[src/rtl/pll_divpfd_pkg.sv]
package pll_divpfd_pkg;
  localparam int MAIN_W   = 17;
  localparam int REF_W    = 12;
  localparam int MAIN_MIN = 4032;
  localparam int REF_MIN  = 20;

  // raise a requested ratio to the legal floor
  function automatic logic [31:0] floor_ratio(input logic [31:0] req, input logic [31:0] lo);
    return (req < lo) ? lo : req;
  endfunction
endpackage

[src/rtl/pll_ratio_div.sv]
module pll_ratio_div #(
  parameter int W   = 12,
  parameter int MIN = 20
) (
  input  logic         clk,
  input  logic         rst_n,
  input  logic         en,
  input  logic         tick,
  input  logic [W-1:0] ratio,
  output logic         pulse
);
  import pll_divpfd_pkg::*;

  logic [W-1:0] cnt, act;
  logic         wrap;
  logic [W-1:0] next_ratio;

  assign next_ratio = W'(floor_ratio(32'(ratio), 32'(MIN)));
  assign wrap       = en && tick && (cnt == act - W'(1));

  always_ff @(posedge clk or negedge rst_n) begin
    if (!rst_n) begin
      cnt   <= '0;
      act   <= W'(MIN);
      pulse <= 1'b0;
    end else if (!en) begin
      cnt   <= '0;
      act   <= next_ratio;
      pulse <= 1'b0;
    end else begin
      pulse <= wrap;
      if (wrap) begin
        cnt <= '0;
        act <= next_ratio;
      end else if (tick) begin
        cnt <= cnt + W'(1);
      end
    end
  end

  a_r1_count_in_range: assert property (@(posedge clk) disable iff (!rst_n) cnt < act);
  a_r2_ratio_floor:    assert property (@(posedge clk) disable iff (!rst_n) act >= W'(MIN));
  a_r4_reload_at_tc:   assert property (@(posedge clk) disable iff (!rst_n)
                         (act != $past(act)) |-> ($past(wrap) || !$past(en)));
  a_r5_hold_no_tick:   assert property (@(posedge clk) disable iff (!rst_n)
                         (en && !tick) |=> $stable(cnt));
  a_r10_idle_quiet:    assert property (@(posedge clk) disable iff (!rst_n) !en |=> !pulse);
endmodule

[src/rtl/pll_pfd.sv]
module pll_pfd (
  input  logic clk,
  input  logic rst_n,
  input  logic en,
  input  logic ref_p,
  input  logic fb_p,
  input  logic swap,
  output logic up,
  output logic dn
);
  logic ref_lead, fb_lead;
  logic ref_lead_nx, fb_lead_nx;

  always_comb begin
    ref_lead_nx = ref_lead;
    fb_lead_nx  = fb_lead;
    if (ref_p && fb_p) begin
      ref_lead_nx = 1'b0;
      fb_lead_nx  = 1'b0;
    end else if (ref_p) begin
      ref_lead_nx = !fb_lead;
      fb_lead_nx  = 1'b0;
    end else if (fb_p) begin
      fb_lead_nx  = !ref_lead;
      ref_lead_nx = 1'b0;
    end
  end

  always_ff @(posedge clk or negedge rst_n) begin
    if (!rst_n) begin
      ref_lead <= 1'b0;
      fb_lead  <= 1'b0;
    end else if (!en) begin
      ref_lead <= 1'b0;
      fb_lead  <= 1'b0;
    end else begin
      ref_lead <= ref_lead_nx;
      fb_lead  <= fb_lead_nx;
    end
  end

  assign up = swap ? fb_lead  : ref_lead;
  assign dn = swap ? ref_lead : fb_lead;

  a_r8_never_both:   assert property (@(posedge clk) disable iff (!rst_n) !(up && dn));
  a_r8_coincide:     assert property (@(posedge clk) disable iff (!rst_n)
                       (en && ref_p && fb_p) |=> (!ref_lead && !fb_lead));
  a_r6_ref_first:    assert property (@(posedge clk) disable iff (!rst_n)
                       (en && ref_p && !fb_p && !fb_lead) |=> ref_lead);
  a_r10_pfd_idle:    assert property (@(posedge clk) disable iff (!rst_n) !en |=> (!up && !dn));
endmodule

[src/rtl/pll_divpfd.sv]
module pll_divpfd (
  input  logic        clk,
  input  logic        rst_n,
  input  logic        pwr_on,
  input  logic        fb_tick,
  input  logic        ref_tick,
  input  logic [16:0] main_ratio,
  input  logic [11:0] ref_ratio,
  input  logic        swap_pol,
  output logic        fb_div,
  output logic        ref_div,
  output logic        pump_up,
  output logic        pump_down
);
  import pll_divpfd_pkg::*;

  pll_ratio_div #(.W(MAIN_W), .MIN(MAIN_MIN)) u_main (
    .clk(clk), .rst_n(rst_n), .en(pwr_on), .tick(fb_tick),
    .ratio(main_ratio), .pulse(fb_div)
  );

  pll_ratio_div #(.W(REF_W), .MIN(REF_MIN)) u_ref (
    .clk(clk), .rst_n(rst_n), .en(pwr_on), .tick(ref_tick),
    .ratio(ref_ratio), .pulse(ref_div)
  );

  pll_pfd u_pfd (
    .clk(clk), .rst_n(rst_n), .en(pwr_on), .ref_p(ref_div), .fb_p(fb_div),
    .swap(swap_pol), .up(pump_up), .dn(pump_down)
  );

  a_r11_reset_quiet: assert property (@(posedge clk)
                       !rst_n |-> (!fb_div && !ref_div && !pump_up && !pump_down));
endmodule

[config.mk]
export PLATFORM = sky130hd
export DESIGN_NAME = pll_divpfd
export DESIGN_NICKNAME = d
export VERILOG_FILES = /design/src/rtl/pll_divpfd_pkg.sv /design/src/rtl/pll_ratio_div.sv /design/src/rtl/pll_pfd.sv /design/src/rtl/pll_divpfd.sv
export SDC_FILE = /design/constraint.sdc
export NUM_CORES = 1
export LEC_CHECK = 0
export ABC_CLOCK_PERIOD_IN_PS = 7000
export BUFFER_PORTS_ARGS = -buffer_cell sky130_fd_sc_hd__buf_2
export CORE_MARGIN = 4
export CORE_UTILIZATION = 63
export CTS_CLUSTER_SIZE = 12
export DETAILED_ROUTE_END_ITERATION = 12
export MAX_ROUTING_LAYER = met4
export PLACE_DENSITY = 0.84
export SLEW_MARGIN = 5
export SYNTH_ARGS = -nofsm -noshare
export SYNTH_HDL_FRONTEND = slang
export SYNTH_SLANG_ARGS = --single-unit
[constraint.sdc]
create_clock -name clk -period 7 [get_ports clk]
set_clock_uncertainty 0.1 [all_clocks]
set_input_delay 0.7 -clock clk [delete_from_list [all_inputs] [get_ports clk]]
set_output_delay 0.7 -clock clk [all_outputs]
set_load 0.1 [all_outputs]
==> metrics.txt <==
Tmin final 4.04 ns; gpl congestion 0.895; Util after Layout 0.716; worst hold slack 0.387 ns; post-synthesis sequential area ratio 0.407; Crit Path Category flip-flop to flip-flop; CORE AREA 5920 sq um; Clock Path Buffers 2; residual DRC count 0; Die W 86.0 microns; via count 2,975; Port Buffers 38; Max IR drop VDD 0.162 mV; RSZ-0062 raised after global routing false; total clock sinks 62; Initial Util 0.648; DR WL/cell 15.3 microns; total gr overflow 0; die area 7400 sq um; Final Hold Fails 0; Mapped Cells 397; vias in the first global route 2,877; layout cells sized above 1 0.195; Post-Syn Area 3840 sq um; Setup Fix Bufs, Post-CTS 0; Worst setup EP type flip-flop; CTS buffer count 9; CTS clk-pin slew, worst paths 0.07 ns; post-layout total power 0.841 mW; die span in y 86.0 microns; Req. time, crit path 7.13 ns; Synth async-reset ratio 1.00; Rel. slew slack 0.344; GRT Util Overall 0.243; fmax 248 MHz; initial antenna violation count 0; Skew-Pair Late Insertion Delay 0.35 ns; Min-Delay Startpoint u_ref.pulse; Pwr per Cell Area 199 nW/um^2; HPWL after DPL 5900 microns; Setup violations, final 0; DRT Pass-1 Iters 4; reg2reg start u_main.act[0]; commonest non-fill, non-tap cell in the layout dfrtp_1; Cell variety after synth 61; via/cell ratio 5.77; crit share post-route 0.577; Max Cap Violations 0; fin area 4240 sq um; Top FF cell, synth dfrtp_1; yosys warns 0; Worst Tran Pin Value 0.970 ns; Hold Path Class flip-flop to flip-flop; DP Area 4050 sq um; CP Launch Point u_main.act[0]; # hold bufs at CTS 0; commonest cells after routing, fill and taps aside dfrtp_1 (54), nor2_1 (43), buf_2 (38); number of nets in the layout 475; CTS tree done; DR iter-0 viols 184; area grow syn2layout 10.4%; CTS resizes 0; DRT Wirelength 7910 microns; worst-path fanout max 19; Max Slew Vio Count 0; Post-synth EDFFs 0; Root Driver clkbuf_8; Antenna Cells 0; Synth Register Bits 62; crit path launch type flip-flop; total number of H-tree levels 3; setup TNS 0 ns; global-route wire length before repair 13,700 microns; Antenna Violating Nets Remaining 0; syn nets 436; leakage 1.94 nW; Boundary Pins 39; crit path DAT 4.17 ns; Site Rows 28; status complete, no violations; largest net degree at the start of global routing 63; Avg Cell Area, Syn 9.66 sq um
[state kept, by name (all words and copies together), names as in the netlist]
register        cells
u_main.act         17
u_main.pulse        1
u_ref.cnt          12
u_ref.pulse         1
u_pfd.ref_lead      1
u_pfd.fb_lead       1
u_ref.act          12
u_main.cnt         17
[cells in the mapped netlist, drive strengths merged, types with 2 or more instances]
cell      n  area, sq um
nand4    10         68.8
a2111oi   3         51.3
dfrtp    54         1350
inv      25         93.8
and3     12         75.1
nand4b    2         17.5
nand3    14         70.1
ha        4         50.1
o31a      2         17.5
a21oi     8         40.0
nor3     14         70.1
or4b      2         20.0
clkbuf    6         23.8
and2      2         12.5
nand2    30          115
and4      3         26.3
o211ai    3         22.5
dfstp     8          210
nor4      7         50.1
or2       3         18.8
buf       6         66.3
nor2     43          161
o22ai     4         25.0
xor2     26          228
or4       5         37.5
o21ai     8         43.8
o31ai     3         22.5
nor4b     5         43.8
xnor2    33          289
mux2i    17          170
nand2b    3         18.8
a31oi     2         12.5
a21o      2         15.0
mux2     15          188
[metal layers]
metal | global-route usage | wire length, microns | part of all wire
met2 | 0.357 | 3700 | 0.47
met1 | 0.328 | 3750 | 0.47
met4 | 0.0777 | 95 | 0.012
met5 | - | 0 | 0
met3 | 0.0672 | 367 | 0.046
[logic make-up (layout without fill, tap and decap cells)]
| family | Yosys count | in the layout | share of synthesized area |
|---|---|---|---|
| adder cells (fa/ha/maj) | 4 | 4 | 0.0130 |
| flip-flops | 62 | 62 | 0.407 |
| buffers and inverters | 37 | 81 | 0.0479 |
| multiplexers | 32 | 32 | 0.0933 |
| XOR/XNOR | 59 | 59 | 0.135 |
| AO/OA/AOI/OAI | 43 | 43 | 0.0838 |
| AND/OR/NAND/NOR | 160 | 160 | 0.220 |
[critical path, stage by stage, from the launching register on]
cell       delay (ns)
dfrtp_1          0.43
inv_1            0.10
ha_1             0.22
nor4b_1          0.81
nand4_1          0.25
mux2_2           0.29
o2bb2ai_1        0.13
o21ai_0          0.16
o21ai_2          0.69
buf_4            0.38
mux2_2           0.36
[through the flow]
step	worst slack, ns	std cells
finish	2.96	516
global route	2.62	516
CTS	2.93	516
detailed placement	2.99	500
global placement	3.13	500
floorplan	3.40	397
[cell type report]
type                            instances  area (sq um)
Timing Repair Buffer                   40           205
Sequential cell                        62          1560
Tap cell                               75          93.8
Clock buffer                           11           141
Clock inverter                          5          50.0
Fill cell                             472          1680
Inverter                               25          93.8
Multi-Input combinational cell        298          2090
[report_power, final]
group | total (mW) | switching [mW] | leakage, nW | internal, mW
clock network | 0.311 | 0.139 | 0.103 | 0.172
registers | 0.410 | 0.0283 | 0.788 | 0.382
logic | 0.120 | 0.0641 | 1.05 | 0.0562
total | 0.841 | 0.232 | 1.94 | 0.609
[path summary, 6_finish.rpt]
path,cells after the start,slack (ns),end
hold reg to reg,1,0.39,u_pfd.fb_lead
max in group asynchronous,2,5.88,u_ref.act[10]
hold / removal,1,0.39,u_pfd.fb_lead
setup / recovery,10,2.96,u_main.act[16]
setup reg to reg,10,2.96,u_main.act[16]
min in group asynchronous,2,0.41,u_pfd.ref_lead
No activity file was read; power rests on OpenSTA's default activity.
